File: config.mk
export PLATFORM = sky130hd
export DESIGN_NAME = spi_fifo_irq_ctrl
export DESIGN_NICKNAME = d
export VERILOG_FILES = /design/src/rtl/spi_fifo_pkg.sv /design/src/rtl/spi_fifo_buf.sv /design/src/rtl/spi_irq_flags.sv /design/src/rtl/spi_fifo_irq_ctrl.sv
export SDC_FILE = /design/constraint.sdc
export NUM_CORES = 1
export LEC_CHECK = 0
export ABC_AREA = 1
export CAP_MARGIN = 15
export CORE_ASPECT_RATIO = 0.9
export CORE_MARGIN = 10
export CORE_UTILIZATION = 64
export DETAILED_ROUTE_END_ITERATION = 10
export PLACE_DENSITY = 0.9
export SLEW_MARGIN = 20
export SYNTH_ARGS = -nofsm -noshare
export SYNTH_HDL_FRONTEND = slang
export SYNTH_HIERARCHICAL = 1
export SYNTH_SLANG_ARGS = --single-unit
File: constraint.sdc
create_clock -name clk_i -period 5.8 [get_ports clk_i]
set_input_delay 0.87 -clock clk_i [delete_from_list [all_inputs] [get_ports clk_i]]
set_output_delay 0.87 -clock clk_i [all_outputs]
set_load 0.05 [all_outputs]
File: src/rtl/spi_fifo_pkg.sv
package spi_fifo_pkg;
  typedef enum logic [3:0] {
    A_TXD  = 4'd0,
    A_RXD  = 4'd1,
    A_TXTH = 4'd2,
    A_RXTH = 4'd3,
    A_TXLV = 4'd4,
    A_RXLV = 4'd5,
    A_STAT = 4'd6,
    A_MASK = 4'd7,
    A_MIS  = 4'd8,
    A_RIS  = 4'd9,
    A_CLR  = 4'd10
  } reg_addr_e;

  localparam int NSRC = 5;
  localparam int NCLR = 4;

  // status bits
  localparam int ST_BUSY = 0;
  localparam int ST_TXF  = 1;
  localparam int ST_TXE  = 2;
  localparam int ST_RXE  = 3;
  localparam int ST_RXF  = 4;

  // interrupt sources
  localparam int IR_TXTH = 0;
  localparam int IR_TXO  = 1;
  localparam int IR_RXU  = 2;
  localparam int IR_RXO  = 3;
  localparam int IR_RXTH = 4;

  // clear bits
  localparam int CL_ALL = 0;
  localparam int CL_RXU = 1;
  localparam int CL_RXO = 2;
  localparam int CL_TXO = 3;
endpackage

File: src/rtl/spi_fifo_buf.sv
module spi_fifo_buf #(
  parameter int DW    = 16,
  parameter int DEPTH = 8,
  localparam int AW   = (DEPTH > 1) ? $clog2(DEPTH) : 1,
  localparam int LW   = $clog2(DEPTH) + 1
) (
  input  logic          clk_i,
  input  logic          rst_ni,
  input  logic          push_i,
  input  logic [DW-1:0] wdata_i,
  input  logic          pop_i,
  output logic [DW-1:0] rdata_o,
  output logic [LW-1:0] level_o,
  output logic          full_o,
  output logic          empty_o
);
  logic [DW-1:0] mem [DEPTH];
  logic [AW-1:0] wp_q, rp_q;
  logic [LW-1:0] cnt_q;
  logic          do_push, do_pop;

  assign full_o  = (cnt_q == LW'(DEPTH));
  assign empty_o = (cnt_q == '0);
  assign do_push = push_i && !full_o;
  assign do_pop  = pop_i && !empty_o;
  assign level_o = cnt_q;
  assign rdata_o = empty_o ? '0 : mem[rp_q];

  always_ff @(posedge clk_i) begin
    if (do_push) mem[wp_q] <= wdata_i;
  end

  always_ff @(posedge clk_i or negedge rst_ni) begin
    if (!rst_ni) begin
      wp_q  <= '0;
      rp_q  <= '0;
      cnt_q <= '0;
    end else begin
      if (do_push) wp_q <= (wp_q == AW'(DEPTH - 1)) ? '0 : wp_q + 1'b1;
      if (do_pop)  rp_q <= (rp_q == AW'(DEPTH - 1)) ? '0 : rp_q + 1'b1;
      case ({do_push, do_pop})
        2'b10:   cnt_q <= cnt_q + 1'b1;
        2'b01:   cnt_q <= cnt_q - 1'b1;
        default: cnt_q <= cnt_q;
      endcase
    end
  end
endmodule

File: src/rtl/spi_irq_flags.sv
module spi_irq_flags
  import spi_fifo_pkg::*;
(
  input  logic            clk_i,
  input  logic            rst_ni,
  input  logic            tx_lvl_i,
  input  logic            rx_lvl_i,
  input  logic            set_txo_i,
  input  logic            set_rxu_i,
  input  logic            set_rxo_i,
  input  logic            clr_we_i,
  input  logic [NCLR-1:0] clr_i,
  input  logic            mask_we_i,
  input  logic [NSRC-1:0] mask_i,
  output logic [NSRC-1:0] raw_o,
  output logic [NSRC-1:0] mis_o,
  output logic [NSRC-1:0] mask_o,
  output logic            irq_o
);
  logic txo_q, rxu_q, rxo_q;
  logic clr_txo, clr_rxu, clr_rxo;

  assign clr_txo = clr_we_i && (clr_i[CL_ALL] || clr_i[CL_TXO]);
  assign clr_rxu = clr_we_i && (clr_i[CL_ALL] || clr_i[CL_RXU]);
  assign clr_rxo = clr_we_i && (clr_i[CL_ALL] || clr_i[CL_RXO]);

  // a new event in the same cycle as a clear wins
  always_ff @(posedge clk_i or negedge rst_ni) begin
    if (!rst_ni) begin
      txo_q  <= 1'b0;
      rxu_q  <= 1'b0;
      rxo_q  <= 1'b0;
      mask_o <= '0;
    end else begin
      txo_q <= set_txo_i || (txo_q && !clr_txo);
      rxu_q <= set_rxu_i || (rxu_q && !clr_rxu);
      rxo_q <= set_rxo_i || (rxo_q && !clr_rxo);
      if (mask_we_i) mask_o <= mask_i;
    end
  end

  always_comb begin
    raw_o          = '0;
    raw_o[IR_TXTH] = tx_lvl_i;
    raw_o[IR_TXO]  = txo_q;
    raw_o[IR_RXU]  = rxu_q;
    raw_o[IR_RXO]  = rxo_q;
    raw_o[IR_RXTH] = rx_lvl_i;
  end

  assign mis_o = raw_o & mask_o;
  assign irq_o = |mis_o;
endmodule

File: src/rtl/spi_fifo_irq_ctrl.sv
module spi_fifo_irq_ctrl
  import spi_fifo_pkg::*;
#(
  parameter int DW    = 16,
  parameter int RW    = 16,
  parameter int DEPTH = 8,
  localparam int TW   = (DEPTH > 1) ? $clog2(DEPTH) : 1,
  localparam int LW   = $clog2(DEPTH) + 1
) (
  input  logic          clk_i,
  input  logic          rst_ni,
  input  logic          reg_we_i,
  input  logic          reg_re_i,
  input  logic [3:0]    reg_addr_i,
  input  logic [RW-1:0] reg_wdata_i,
  output logic [RW-1:0] reg_rdata_o,
  input  logic          eng_busy_i,
  input  logic          eng_tx_pop_i,
  output logic [DW-1:0] eng_tx_data_o,
  input  logic          eng_rx_push_i,
  input  logic [DW-1:0] eng_rx_data_i,
  output logic          irq_o
);
  logic [LW-1:0]   tx_lvl, rx_lvl;
  logic            tx_full, tx_empty, rx_full, rx_empty;
  logic [DW-1:0]   rx_head;
  logic [TW-1:0]   tx_thr_q, rx_thr_q;
  logic            wr_txd, rd_rxd, wr_clr, wr_mask;
  logic [NSRC-1:0] raw, mis, mask;
  logic [NSRC-1:0] stat;

  assign wr_txd  = reg_we_i && (reg_addr_i == A_TXD);
  assign rd_rxd  = reg_re_i && (reg_addr_i == A_RXD);
  assign wr_clr  = reg_we_i && (reg_addr_i == A_CLR);
  assign wr_mask = reg_we_i && (reg_addr_i == A_MASK);

  spi_fifo_buf #(.DW(DW), .DEPTH(DEPTH)) i_tx_fifo (
    .clk_i   (clk_i),
    .rst_ni  (rst_ni),
    .push_i  (wr_txd),
    .wdata_i (reg_wdata_i[DW-1:0]),
    .pop_i   (eng_tx_pop_i),
    .rdata_o (eng_tx_data_o),
    .level_o (tx_lvl),
    .full_o  (tx_full),
    .empty_o (tx_empty)
  );

  spi_fifo_buf #(.DW(DW), .DEPTH(DEPTH)) i_rx_fifo (
    .clk_i   (clk_i),
    .rst_ni  (rst_ni),
    .push_i  (eng_rx_push_i),
    .wdata_i (eng_rx_data_i),
    .pop_i   (rd_rxd),
    .rdata_o (rx_head),
    .level_o (rx_lvl),
    .full_o  (rx_full),
    .empty_o (rx_empty)
  );

  // thresholds keep only the bits that address the FIFO
  always_ff @(posedge clk_i or negedge rst_ni) begin
    if (!rst_ni) begin
      tx_thr_q <= '0;
      rx_thr_q <= '0;
    end else if (reg_we_i) begin
      if (reg_addr_i == A_TXTH) tx_thr_q <= reg_wdata_i[TW-1:0];
      if (reg_addr_i == A_RXTH) rx_thr_q <= reg_wdata_i[TW-1:0];
    end
  end

  spi_irq_flags i_flags (
    .clk_i     (clk_i),
    .rst_ni    (rst_ni),
    .tx_lvl_i  (tx_lvl <= LW'(tx_thr_q)),
    .rx_lvl_i  (rx_lvl > LW'(rx_thr_q)),
    .set_txo_i (wr_txd && tx_full),
    .set_rxu_i (rd_rxd && rx_empty),
    .set_rxo_i (eng_rx_push_i && rx_full),
    .clr_we_i  (wr_clr),
    .clr_i     (reg_wdata_i[NCLR-1:0]),
    .mask_we_i (wr_mask),
    .mask_i    (reg_wdata_i[NSRC-1:0]),
    .raw_o     (raw),
    .mis_o     (mis),
    .mask_o    (mask),
    .irq_o     (irq_o)
  );

  always_comb begin
    stat          = '0;
    stat[ST_BUSY] = eng_busy_i;
    stat[ST_TXF]  = tx_full;
    stat[ST_TXE]  = tx_empty;
    stat[ST_RXE]  = rx_empty;
    stat[ST_RXF]  = rx_full;
  end

  always_comb begin
    reg_rdata_o = '0;
    case (reg_addr_i)
      A_RXD:   reg_rdata_o = RW'(rx_head);
      A_TXTH:  reg_rdata_o = RW'(tx_thr_q);
      A_RXTH:  reg_rdata_o = RW'(rx_thr_q);
      A_TXLV:  reg_rdata_o = RW'(tx_lvl);
      A_RXLV:  reg_rdata_o = RW'(rx_lvl);
      A_STAT:  reg_rdata_o = RW'(stat);
      A_MASK:  reg_rdata_o = RW'(mask);
      A_MIS:   reg_rdata_o = RW'(mis);
      A_RIS:   reg_rdata_o = RW'(raw);
      default: reg_rdata_o = '0;
    endcase
  end
endmodule

; ---- After elaboration in Yosys (flattened, before gate mapping)
; Memories as Yosys holds them, arrays and structs flattened.
; Cells that the tools add are included.
[word_totals]
regBits = 34
ram_bits = 256
n_memories = 2
input_bits = 43
elab_cells = 96
[classes]
n_lt_le_gt_ge = 2
addsub = 8
eq_ne = 20
mux = 13
n_reduce_logical = 38
n_bitwise = 1
[mem_list]
columns = name, depth, width, read_ports, rd_ports_with_merged_regs, write_ports, line
row1 = i_rx_fifo.mem, 8, 16, 1, 0, 1, spi_fifo_buf.sv:17  ; logic [DW-1:0] mem [DEPTH];
row2 = i_tx_fifo.mem, 8, 16, 1, 0, 1, spi_fifo_buf.sv:17
[ops]
columns = op, n
row1 = one-hot mux 16 bit (9 select lines), 1
row2 = two-way mux 16 bit, 2
row3 = equality test 4 bit (second input constant), 5
row4 = logical AND 1 bit, 17
row5 = equality test 4 x 3 -> 1 bit (second input constant), 4
row6 = one-hot mux 4 bit (2 select lines), 2
row7 = adder 3 x 1 -> 3 bit (second input constant), 4
row8 = equality test 3 bit (second input constant), 4
row9 = zero test 4 bit, 3
row10 = two-way mux 3 bit, 4
row11 = adder 4 x 1 -> 4 bit (second input constant), 2
row12 = equality test 4 x 2 -> 1 bit (second input constant), 2
row13 = subtractor 4 x 1 -> 4 bit (second input constant), 2
row14 = zero test 1 bit, 7
row15 = logical OR 1 bit, 6
row16 = bitwise AND 5 bit, 1
row17 = OR reduction 5 bit, 1
row18 = equality test 2 x 1 -> 1 bit (second input constant), 2
row19 = equality test 2 bit (second input constant), 2
row20 = equality test 4 x 1 -> 1 bit (second input constant), 1
row21 = > comparator 4 x 3 -> 1 bit, 1
row22 = less-or-equal comparator 4 x 3 -> 1 bit, 1
row23 = two-way mux 1 bit, 4
row24 = AND reduction 2 bit, 2
row25 = nonzero test 2 bit, 2

; ---- Longest topological paths before layout
[logic_depth]
word_depth = 6
mapped_depth = 16
mapped_depth_nobuf = 16

; ---- By module
; Netlist, hierarchy kept.
[modules_own_cells]
columns = module, n_inst, area_per_inst_um2, seq_area_each_um2, cells_per_inst
row1 = spi_fifo_buf (i_rx_fifo), 1, 5770.5, 4093.9, 467
row2 = spi_fifo_buf (i_tx_fifo), 1, 5674.2, 4093.9, 466
row3 = spi_fifo_irq_ctrl, 1, 1002.2, 150.1, 181
row4 = spi_irq_flags, 1, 420.4, 200.2, 56

; ---- Least setup slack after synthesis
; No wires, ideal clock.
[synth_path]
path_type = input-to-output
startpoint = input reg_addr_i[2]
endpoint = output reg_rdata_o[14]
setup_slack_ns = 3.073
stages = 5
arrival_ns = 1.857
path_cell_list = inv_1 nand2_1 nor2_4 inv_2 nor2_1
[synth_between]
elab_chain_len = 2
[synth_rtl]
columns = element, line
row1 = start: declaration, spi_fifo_irq_ctrl.sv:14  ; input logic [3:0] reg_addr_i,
row2 = equality test 4 bit (tied with other cells), spi_fifo_irq_ctrl.sv:101  ; case (reg_addr_i)
row3 = one-hot mux 16 bit (9 select lines) (*), spi_fifo_irq_ctrl.sv:101
row4 = end: declaration, spi_fifo_irq_ctrl.sv:16  ; output logic [RW-1:0] reg_rdata_o,
; Mark *: on every way between the ends. The rest lies on a longest branch, timed or not.

; ---- Worst setup path in the final report
[layout_path]
startpoint = register i_rx_fifo.rp_q[0]
endpoint = output reg_rdata_o[0]
[layout_between]
elab_chain_len = 3
[layout_rtl]
columns = element, line
row1 = start: declaration, spi_fifo_buf.sv:18  ; logic [AW-1:0] wp_q, rp_q;
row2 = start signal: assignment, spi_fifo_buf.sv:40  ; if (do_pop) rp_q <= (rp_q == AW'(DEPTH - 1)) ? '0 : rp_q + 1'b1;
row3 = memory read (8 x 16 bit), --
row4 = two-way mux 16 bit, spi_fifo_buf.sv:27  ; assign rdata_o = empty_o ? '0 : mem[rp_q];
row5 = via rx_head[0], spi_fifo_irq_ctrl.sv:26  ; logic [DW-1:0] rx_head;
row6 = one-hot mux 16 bit (9 select lines), spi_fifo_irq_ctrl.sv:101
; The timed path passes the listed nets, and every way through them passes these cells.

==> run_results.csv <==
group,metric,value,unit
worst_hold_path,holdPathStages,2,
cts,clk_pin_slew,0.07,ns
cts,htree_num_levels,1,
detailed_routing,drt_iter0_markers,1274,
cts,clk_path_buf_depth,3,
sta,maxSlewHeadroom,29.0,%
cts,root_buffer,"clkbuf_16",
global_routing,globalRouteTotalUtil,22.3,%
die,die-area,26200,sq um
synth,syn_inst,1170,
die,num_rows,49,
global_routing,grt_max_degree,67,
run,maxCapViolations,0,
sta,period_share,75.2,%
detailed_routing,vias_per_cell,5.96,
synth,netlist.area_leader.share,59.7,%
cts,ctsHoldBuffers,0,
critical_path,startpoint_type,"flip-flop",
critical_path,crit_fanout,65,
worst_hold_path,hp-class,"reg2reg",
sta,hold_viol_final,0,
pwr,ir_worst_vdd,0.000271,V
cts,cts_sinks,290,
pwr,power_leakage,5.53,nW
synth,synth_commonest_cells,"261 x nor2_1, 256 x edfxtp_1, 149 x nand2_1, 87 x o21ai_0, 74 x inv_1",
synth,synth_fa_ha_area_share,1.94,%
layout,seq_area,8540,sq um
cts,post_cts_resized,0,
die,coreArea,19900,sq um
die,start_util,64.8,%
placement,gp_congestion,0.912,
sta,fin_setup_tns,0,ns
synth,synth_top_family_by_area,"simple AND/OR/NAND/NOR gates",
cts,cts_tree,"yes",
synth,ys_types,33,
critical_path,r2r_slack,3.19,ns
synth,yosysSeqAreaShare,66.4,%
critical_path,worst-setup-path-type,"reg2out",
sta,hold_ws,0.529,ns
critical_path,cpPeakStageDelay,0.71,ns
global_routing,first_global_vias,8955,
layout,fill_cells,1242,
critical_path,r2r_start,"i_rx_fifo/level_o[2]$_DFFE_PN0P_",
detailed_routing,route.detailed.drc,0,
synth,synthXorXnorAreaFrac,0.408,%
synth,synth_most_common_cell,"nor2_1",
synth,syn_avg_cell_area,11.0,sq um
pwr,powerDensity,503,nW/um^2
critical_path,path_delay_family,"buffers and inverters",
sta,rsz0062_at_grt,"false",
worst_hold_path,min_to,"i_flags/rxu_q$_DFF_PN0_",
critical_path,r2r_end,"i_rx_fifo/level_o[2]$_DFFE_PN0P_",
layout,multi_input_area,3600,sq um
sta,maxSlewViolCount,0,
synth,synthArstFlopShare,11.7,%
sta,fin_skew,0.0142,ns
detailed_routing,met1Wirelength,11.7,mm
synth,synth_mux_area_share,0,%
critical_path,cp_num_buf_inv,2,
detailed_routing,dr.pass1.iters,6,
worst_hold_path,worstHoldStart,"i_flags/rxu_q$_DFF_PN0_",
sta,tightest_slew,1.06,ns
synth,yosys_warnings,6,
die,io_pins,76,
global_routing,overflow,0,
outcome,outcome,"finished, final reports clean",
critical_path,crit_chain,"clkinv_2 > o21ai_0 > o22ai_1 > nor2_1 > nor2_1 > nand3_1 > nand2_1 > nor2_1 > nand3_1 > clkdlybuf4s50_1",
sta,fin_ws,1.44,ns
critical_path,ff2ff_path_depth,14,
critical_path,critical_path_arrival,3.49,ns
global_routing,grt_pass1_wl,47.2,mm
detailed_routing,wl_per_cell,19.7,um
synth,synth_flop_cell,"edfxtp_1",
sta,fmax,229,MHz
placement,place_ws,1.82,ns
synth,synth_edf_count,256,
sta,final-setup-viol-count,0,
cts,post-cts-setup-buffers,0,
layout,drive_above_1_share,9.28,%
cts,clk_latency,0.54,ns
detailed_routing,routed_wl,29.9,mm
critical_path,crit_top_cell,"nor2_1",
die,die_w,169,um
synth,synth-compound-area-share,10.3,%
synth,synth_seq_cells,290,
layout,nNetsFinal,1303,
pwr,finalPower,7.32,mW
placement,io_buffers,75,
detailed_routing,route.met3.wl,3.11,mm
synth,synth.top_cells.by_area,"edfxtp_1 60%, nor2_1 7.6%, dfrtp_1 6.6%",
synth,synth_largest_area_cell,"edfxtp_1",
detailed_routing,met2_length,14.6,mm
critical_path,cpMaxStageDelayCell,"clkdlybuf4s50_1",
global_routing,antenna_found_initial,1,
layout,area_growth,13.1,%
sta,min_period,4.36,ns
die,die_h,155,um
critical_path,cp-end-kind,"primary output",
synth,yosys.area_share.simple,15.4,%
synth,synth_fp_nets,1233,
detailed_routing,vias,9035,
detailed_routing,final_antenna_net_count,0,
cts,cts_buffers,28,
detailed_routing,maxUsedRoutingLayer,"met4",
synth,netlist_area,12900,sq um
critical_path,crit_required,4.93,ns
placement,place_hpwl,17.5,mm
-- routing by layer --
metal / GRT usage (%) / vias up
met3: 4.38 / 56
met2: 36.5 / 487
li1: - / 4165
met5: 0 / -
met1: 30.1 / 4327
met4: 5.87 / 0
-- area by class of cell --
type | count | share of cell area [%]
Tap cell | 255 | 2.19
Multi-Input combinational cell | 739 | 24.8
Inverter | 83 | 2.15
Sequential cell | 290 | 58.7
Timing Repair Buffer | 98 | 6.35
Antenna cell | 1 | 0.0172
Clock inverter | 14 | 0.791
Clock buffer | 37 | 5.05
-- state kept, by name, indices dropped and copies added (netlist names) --
register,flops
i_flags/rxu_q,1
tx_thr_q,3
i_tx_fifo/wp_q,3
rx_thr_q,3
i_rx_fifo/level_o,4
i_tx_fifo/level_o,4
i_flags/txo_q,1
i_tx_fifo/mem,128
i_rx_fifo/rp_q,3
i_rx_fifo/mem,128
i_rx_fifo/wp_q,3
i_tx_fifo/rp_q,3
i_flags/mask_o,5
i_flags/rxo_q,1
-- how the worst max path moves through the flow --
| stage | startpoint | endpoint | depth (start not counted) |
|---|---|---|---|
| floorplan | reg_addr_i[2] | reg_rdata_o[14] | 5 |
| global placement | reg_addr_i[3] | reg_rdata_o[1] | 7 |
| detailed placement | reg_addr_i[3] | reg_rdata_o[1] | 7 |
| CTS | i_rx_fifo/rp_q[0]$_DFFE_PN0P_ | reg_rdata_o[0] | 10 |
| global route | i_rx_fifo/rp_q[0]$_DFFE_PN0P_ | reg_rdata_o[0] | 10 |
| finish | i_rx_fifo/rp_q[0]$_DFFE_PN0P_ | reg_rdata_o[0] | 10 |
-- power breakdown --
group / internal (mW) / switching [mW]
Combinational: 0.897 / 2.03
Sequential: 2.51 / 0.186
Clock: 0.940 / 0.750
-- tightest hold or removal path: cells and delay by family, from the launching register on --
family / cells / cell delay [ns]
simple gates: 2 / 0.12
flops: 1 / 0.38
-- cells by family (layout without fill, tap and decap cells) --
logic type	after synthesis	in the layout
simple gates	484	484
flops	290	290
compound gates	229	229
buf+inv	141	232
fa+ha+maj	20	20
xor+xnor	6	6
other cells	0	1
-- layout by cell type (no fill, tap or decap) --
master,netlist,final
clkbuf_1,7,9
clkinvlp_4,0,1
o21ai_1,67,67
diode_2,0,1
clkinv_1,0,4
nor3_1,2,2
and2_1,1,1
clkbuf_16,0,28
nand2_1,149,149
ha_1,20,20
a21o_1,1,1
dfrtp_2,0,2
inv_2,9,8
nand3_1,33,33
bufinv_16,0,1
nor2_1,261,261
and3_1,1,1
clkinv_2,0,5
xnor2_1,4,4
buf_4,11,23
nand3_2,2,2
or2_1,2,2
nor2_2,26,26
o211ai_2,9,9
nand2_2,4,4
xor2_1,2,2
clkinv_4,0,2
o21ai_2,1,1
edfxtp_1,256,256
dfrtp_1,34,32
clkdlybuf4s50_1,0,75
inv_1,74,74
a21oi_1,7,7
o211ai_1,23,23
inv_6,0,1
o22ai_1,34,34
clkinv_8,0,1
o21ai_0,87,87
nor2_4,3,3
-- stage by stage --
step / util (%) / cell area, sq um / instances
after global routing: 73.2 / 14500 / 1516
final: 73.3 / 14600 / 1517
after global placement: 69.0 / 13700 / 1465
after floorplan: - / 12900 / 1170
after detailed placement: 69.0 / 13700 / 1465
after CTS: 73.2 / 14500 / 1516
No activity file was read; power rests on OpenSTA's default activity.
